## config.mk

```make
export PLATFORM = sky130hd
export DESIGN_NAME = irq_entry_seq
export DESIGN_NICKNAME = d
export VERILOG_FILES = /design/src/rtl/irq_seq_pkg.sv /design/src/rtl/irq_prio_gate.sv /design/src/rtl/irq_frame_mux.sv /design/src/rtl/irq_stack_regs.sv /design/src/rtl/irq_entry_seq.sv
export SDC_FILE = /design/constraint.sdc
export NUM_CORES = 1
export LEC_CHECK = 0
export ABC_AREA = 0
export CORE_MARGIN = 1
export CORE_UTILIZATION = 50
export CTS_BUF_LIST = sky130_fd_sc_hd__clkbuf_16
export CTS_CLUSTER_DIAMETER = 150
export CTS_CLUSTER_SIZE = 40
export DETAILED_ROUTE_END_ITERATION = 10
export PLACE_DENSITY = 0.82
export SYNTH_ARGS = -nofsm -noshare
export SYNTH_HDL_FRONTEND = slang
export SYNTH_HIERARCHICAL = 1
export SYNTH_SLANG_ARGS = --single-unit
```

## constraint.sdc

```tcl
create_clock -name clk_i -period 4.7 [get_ports clk_i]
set_input_delay 0.705 -clock clk_i [delete_from_list [all_inputs] [get_ports clk_i]]
set_output_delay 0.705 -clock clk_i [all_outputs]
set_load 0.01 [all_outputs]
```

## src/rtl/irq_seq_pkg.sv

```systemverilog
package irq_seq_pkg;
  localparam int SR_W      = 16;
  localparam int SR_T1     = 15;
  localparam int SR_T0     = 14;
  localparam int SR_S      = 13;
  localparam int SR_M      = 12;
  localparam int SR_IPL_LO = 8;
  localparam int IPL_W     = 3;
  localparam int VEC_W     = 8;
  localparam int HW_W      = 16;
  localparam int FRAME_WORDS = 4;
  localparam int STACKS    = 2;
  localparam int STK_MASTER = 0;
  localparam int STK_INT    = 1;

  typedef enum logic [1:0] {ST_IDLE, ST_PUSH, ST_FETCH} seq_state_e;

  function automatic logic [HW_W-1:0] fvo_word(input logic [3:0] fmt, input logic [VEC_W-1:0] vec);
    return {fmt, 2'b00, vec, 2'b00};
  endfunction
endpackage

```

## src/rtl/irq_prio_gate.sv

```systemverilog
module irq_prio_gate
  import irq_seq_pkg::*;
(
  input  logic              sample_i,
  input  logic [IPL_W-1:0]  lvl_i,
  input  logic [SR_W-1:0]   sr_i,
  output logic              take_o,
  output logic [SR_W-1:0]   sr_next_o
);
  logic [IPL_W-1:0] mask;

  assign mask   = sr_i[SR_IPL_LO +: IPL_W];
  assign take_o = sample_i && (lvl_i > mask);

  always_comb begin
    sr_next_o        = sr_i;
    sr_next_o[SR_T1] = 1'b0;
    sr_next_o[SR_T0] = 1'b0;
    sr_next_o[SR_S]  = 1'b1;
    sr_next_o[SR_M]  = 1'b0;
    sr_next_o[SR_IPL_LO +: IPL_W] = lvl_i;
  end
endmodule

```

## src/rtl/irq_frame_mux.sv

```systemverilog
module irq_frame_mux
  import irq_seq_pkg::*;
#(
  parameter int          AW  = 32,
  parameter logic [3:0]  FMT = 4'h0,
  localparam int         IW  = $clog2(FRAME_WORDS)
) (
  input  logic [SR_W-1:0]  sr_i,
  input  logic [AW-1:0]    pc_i,
  input  logic [VEC_W-1:0] vec_i,
  input  logic [IW-1:0]    idx_i,
  output logic [HW_W-1:0]  word_o
);
  // idx 0 goes to the highest address (offset 6), idx 3 to offset 0
  always_comb begin
    unique case (idx_i)
      2'd0:    word_o = fvo_word(FMT, vec_i);
      2'd1:    word_o = pc_i[HW_W-1:0];
      2'd2:    word_o = pc_i[AW-1 -: HW_W];
      default: word_o = sr_i;
    endcase
  end
endmodule

```

## src/rtl/irq_stack_regs.sv

```systemverilog
module irq_stack_regs
  import irq_seq_pkg::*;
#(
  parameter int          AW      = 32,
  parameter logic [31:0] MSP_RST = 32'h0000_2000,
  parameter logic [31:0] ISP_RST = 32'h0000_1000
) (
  input  logic                     clk_i,
  input  logic                     rst_ni,
  input  logic [STACKS-1:0]        dec_i,
  output logic [STACKS-1:0][AW-1:0] sp_o
);
  localparam logic [AW-1:0] STEP = AW'(HW_W / 8);

  for (genvar g = 0; g < STACKS; g++) begin : g_sp
    localparam logic [AW-1:0] RST_VAL = (g == STK_MASTER) ? AW'(MSP_RST) : AW'(ISP_RST);
    always_ff @(posedge clk_i or negedge rst_ni) begin
      if (!rst_ni)       sp_o[g] <= RST_VAL;
      else if (dec_i[g]) sp_o[g] <= sp_o[g] - STEP;
    end
  end
endmodule

```

## src/rtl/irq_entry_seq.sv

```systemverilog
module irq_entry_seq
  import irq_seq_pkg::*;
#(
  parameter int          AW      = 32,
  parameter logic [15:0] SR_RST  = 16'hB01F,
  parameter logic [31:0] MSP_RST = 32'h0000_2000,
  parameter logic [31:0] ISP_RST = 32'h0000_1000,
  parameter logic [3:0]  FMT     = 4'h0
) (
  input  logic              clk_i,
  input  logic              rst_ni,
  input  logic [2:0]        irq_lvl_i,
  input  logic [7:0]        irq_vec_i,
  input  logic [AW-1:0]     pc_i,
  input  logic [AW-1:0]     vbr_i,
  output logic              busy_o,
  output logic              mem_we_o,
  output logic [AW-1:0]     mem_addr_o,
  output logic [15:0]       mem_wdata_o,
  output logic              fetch_valid_o,
  output logic [AW-1:0]     fetch_addr_o,
  output logic [15:0]       sr_o,
  output logic [AW-1:0]     msp_o,
  output logic [AW-1:0]     isp_o,
  output logic              int_stack_o
);
  localparam int           IW   = $clog2(FRAME_WORDS);
  localparam logic [IW-1:0] LAST = IW'(FRAME_WORDS - 1);
  localparam logic [AW-1:0] STEP = AW'(HW_W / 8);

  seq_state_e              state_q;
  logic [IW-1:0]           idx_q;
  logic                    on_master_q;
  logic [SR_W-1:0]         sr_q, old_sr_q, sr_next;
  logic [AW-1:0]           pc_q;
  logic [VEC_W-1:0]        vec_q;
  logic                    take;
  logic [STACKS-1:0]       dec;
  logic [STACKS-1:0][AW-1:0] sp;
  logic [AW-1:0]           tgt_sp;
  logic [HW_W-1:0]         word;

  irq_prio_gate u_gate (
    .sample_i  (state_q == ST_IDLE),
    .lvl_i     (irq_lvl_i),
    .sr_i      (sr_q),
    .take_o    (take),
    .sr_next_o (sr_next)
  );

  irq_frame_mux #(.AW(AW), .FMT(FMT)) u_mux (
    .sr_i   (old_sr_q),
    .pc_i   (pc_q),
    .vec_i  (vec_q),
    .idx_i  (idx_q),
    .word_o (word)
  );

  irq_stack_regs #(.AW(AW), .MSP_RST(MSP_RST), .ISP_RST(ISP_RST)) u_stk (
    .clk_i  (clk_i),
    .rst_ni (rst_ni),
    .dec_i  (dec),
    .sp_o   (sp)
  );

  always_ff @(posedge clk_i or negedge rst_ni) begin
    if (!rst_ni) begin
      state_q     <= ST_IDLE;
      idx_q       <= '0;
      on_master_q <= 1'b0;
      sr_q        <= SR_RST;
      old_sr_q    <= '0;
      pc_q        <= '0;
      vec_q       <= '0;
    end else begin
      unique case (state_q)
        ST_IDLE: if (take) begin
          old_sr_q    <= sr_q;
          sr_q        <= sr_next;
          pc_q        <= pc_i;
          vec_q       <= irq_vec_i;
          on_master_q <= sr_q[SR_M];
          idx_q       <= '0;
          state_q     <= ST_PUSH;
        end
        ST_PUSH: begin
          idx_q <= idx_q + 1'b1;
          if (idx_q == LAST) begin
            if (on_master_q) on_master_q <= 1'b0;  // second copy on interrupt stack
            else             state_q     <= ST_FETCH;
          end
        end
        ST_FETCH: state_q <= ST_IDLE;
        default:  state_q <= ST_IDLE;
      endcase
    end
  end

  assign mem_we_o = (state_q == ST_PUSH);
  assign tgt_sp   = on_master_q ? sp[STK_MASTER] : sp[STK_INT];

  always_comb begin
    dec = '0;
    if (mem_we_o) dec[on_master_q ? STK_MASTER : STK_INT] = 1'b1;
  end

  assign mem_addr_o    = mem_we_o ? (tgt_sp - STEP) : '0;
  assign mem_wdata_o   = mem_we_o ? word : '0;
  assign busy_o        = (state_q != ST_IDLE);
  assign fetch_valid_o = (state_q == ST_FETCH);
  assign fetch_addr_o  = fetch_valid_o ? (vbr_i + {{(AW-VEC_W-2){1'b0}}, vec_q, 2'b00}) : '0;
  assign sr_o          = sr_q;
  assign msp_o         = sp[STK_MASTER];
  assign isp_o         = sp[STK_INT];
  assign int_stack_o   = ~sr_q[SR_M];
endmodule

```

==> flow_summary_export.csv <==
group,metric,value,unit
drt,antenna_left,0,
synth,synthesis.yosys.warnings,6,
clocking,cts_root_buf,"clkbuf_16",
drt,drt-initial-drc-count,474,
synth,synth-seq-cells,139,
worst_setup_path,worstPathArrival,3860,ps
clocking,clkSlewWorstSetupHoldPaths,60,ps
synth,synth_seq_area_share,38.9,%
layout,area_occupied_by_multi_input_gates,5060,sq um
floorplan,dieArea,18500,sq um
synth,synth.top_cell.area_share,36.0,%
synth,netlist.top_cell.by_area,"dfrtp_1",
synth,synthMostInstantiatedCell,"dfrtp_1",
global_routing,grt_pass1_vias,7567,
layout,stdcell_count,1319,
global_routing,grt_antenna_before_repair,1,
layout,diodes,0,
global_routing,grt.overflow.total,0,
global_routing,grt.total_usage,27.1,%
timing,worstMarginPinSlew,1140,ps
drt,wl_per_cell,18.4,um
drt,vias_per_cell,5.91,
worst_setup_path,cp_cell_sequence,"clkdlybuf4s50_1 -> ha_1 -> inv_1 -> fa_1 -> nand2b_1 -> a21oi_1 -> o32ai_2 -> or4b_2 -> a21oi_1 -> clkdlybuf4s50_1",
timing,final-setup-viol-count,0,
layout,finalNetCount,1174,
worst_setup_path,timing.critical_path.required,3990,ps
timing,rsz_0062_raised_after_global_routing,"no",
floorplan,std_cell_rows,48,
clocking,post_cts.repair.setup_buffers,0,
power,powerDensity,590,nW/um^2
synth,async_flop_share,100,%
layout,syn_to_final_growth,34.2,%
floorplan,io-pin-count,241,
worst_setup_path,timing.critical_path.slowest_cell_delay,660,ps
clocking,htreeDepth,4,
timing,final-hold-violation-count,0,
worst_setup_path,cp-start-kind,"input pin",
clocking,cts_inserted_buffers,17,
place,dp.cells,1287,
timing,maxSlewHeadroom,22.7,%
synth,synth.area.top_cells,"dfrtp_1, mux2_2, xnor2_1",
layout,n_fill_cell,1330,
timing,final.period_utilization,97.0,%
clocking,post_cts_resize_count,0,
timing,period_minus_slack,4560,ps
place,placement.io_buffers,237,
clocking,worstSkewPairLatency,410,ps
synth,ys_types,85,
clocking,tritoncts,"built",
synth,ys.flop_type,"dfrtp_1",
drt,wl,24200,um
worst_setup_path,worst_path_max_delay_cell,"or4b_2",
synth,syn_area,8970,sq um
flow_run,maxCapViolCount,0,
layout,ff_latch_area,3490,sq um
layout,fraction_of_layout_instances_using_a_drive_strength_above_1,16.0,%
outcome,outcome,"completed",
place,place.gp.congestion,0.848,
floorplan,design.core.area,17400,sq um
synth,synth-edff-count,0,
timing,fin_tns_setup,0,ps
worst_setup_path,worst_r2r_startpoint,"state_q[1]$_DFFE_PN0P_",
timing,finalClockSkew,9.21,ps
global_routing,largest_net_degree_at_the_start_of_global_routing,110,
power,peakVddDrop,0.415,mV
worst_setup_path,critical_path.reg2reg.endpoint,"u_stk/sp_o[24]$_DFFE_PN0P_",
drt,drc,0,
synth,average_footprint_of_a_synthesized_cell,10.3,sq um
floorplan,die_y,136,um
floorplan,initial_core_util,51.5,%
hold_path,hold_class,"in -> async",
global_routing,grt_pass1_wl,38900,um
worst_setup_path,timing.reg2reg.setup_slack,1940,ps
drt,first_pass_iters,5,
worst_setup_path,worstSetupEndpointType,"output port",
clocking,count_of_hold_buffers_inserted_by_post_cts_repair,0,
timing,drv_slew,0,
power,p_leak,4.77,nW
clocking,clock_path_buffers,2,
clocking,numClockSinks,139,
worst_setup_path,crit_fanout,9,
synth,netlist_instances,870,
timing,fmaxAchievable,219,MHz
global_routing,met1_usage_grt,34.0,%
global_routing,grt_use_met3,8.80,%
place,post-dp-hpwl,17400,um
global_routing,globalRouteMet2Util,43.8,%
drt,routed-via-count,7794,
floorplan,dieWidth,136,um
worst_setup_path,critical_path_class,"in -> out",
global_routing,most_used_layer_global_route,"met2",
worst_setup_path,ff2ff_path_depth,7,
synth,synth_commonest_cells,"dfrtp_1, mux2_2, nor2_1, xnor2_1, nand2_1",
[cell type report]
type | count | area share, %
multi-input combinational | 651 | 42.0
sequential | 139 | 29.0
timing repair buffer | 249 | 20.7
clock buffer | 17 | 3.53
tap | 225 | 2.34
clock inverter | 15 | 1.68
inverter | 23 | 0.717
[power by group]
group / internal [mW] / switching, mW
clock network: 0.931 / 0.498
logic: 1.89 / 1.57
registers: 1.62 / 0.599
total: 4.44 / 2.67
[how the worst max path moves through the flow]
stage / to / slack [ps] / cells past startpoint / startpoint
after floorplan: mem_addr_o[29] / 710 / 12 / on_master_q$_DFFE_PN0P_
after global placement: fetch_addr_o[24] / 230 / 10 / vbr_i[2]
after detailed placement: fetch_addr_o[24] / 150 / 10 / vbr_i[2]
after CTS: fetch_addr_o[24] / 140 / 10 / vbr_i[2]
after global routing: fetch_addr_o[24] / 30 / 10 / vbr_i[2]
final: fetch_addr_o[24] / 140 / 10 / vbr_i[2]
[sequential cells by signal (all words and copies together) (netlist names)]
register,count
idx_q,2
old_sr_q,16
on_master_q,1
pc_q,32
sr_o,16
state_q,2
u_stk/sp_o,62
vec_q,8
[worst max-delay path: cells and delay by family]
family | cells | cell delay (ps)
buf+inv | 3 | 1060
compound gates | 3 | 700
simple gates | 2 | 850
fa+ha+maj | 2 | 530
[cells by family after synthesis]
kind of cell	share of synthesized area, %
AOI/OAI and AO/OA	9.20
other	0.126
DFF	38.9
buffers and inverters	4.86
muxes	15.9
and+or+nand+nor	20.8
adders and majority gates	2.32
xor gates and xnor gates	7.81
[cell usage in the layout, fill, tap and decap left out, types with 7 or more instances in the layout]
master and count:
a21oi_1 35, a22o_1 9, and2_1 23, buf_4 10, clkbuf_16 17, clkdlybuf4s50_1 236, dfrtp_1 128, dfstp_2 10
ha_1 15, inv_1 23, mux2_2 75, mux2_4 7, mux2i_1 28, nand2_1 36, nand2b_1 10, nand3_1 19
nand4_1 18, nor2_1 62, nor3_1 34, nor4_1 12, o21ai_0 16, o31ai_1 7, or3_1 15, or4_1 18
xnor2_1 54, xor2_1 26
[per-stage QoR]
| step | setup slack (ps) | hold WS (ps) | total power, mW | util (%) | instance area (sq um) |
|---|---|---|---|---|---|
| 2_1_floorplan | 707 | 409 | 4.20 | - | 8980 |
| 3_3_place_gp | 232 | 472 | 5.58 | 65.5 | 11400 |
| 3_5_place_dp | 146 | 485 | 5.67 | 65.5 | 11400 |
| 4_1_cts | 144 | 474 | 7.15 | 69.1 | 12000 |
| 5_1_grt | 25.7 | 464 | 7.56 | 69.1 | 12000 |
| 6_report | 139 | 415 | 7.11 | 69.1 | 12000 |
[per-layer routing]
layer  share of wire (%)  up-vias
li1                    -     3595
met3                 8.1       41
met2                  48      335
met4                 2.6        0
met5                   0        -
met1                  41     3823
No activity file was read; power rests on OpenSTA's default activity.
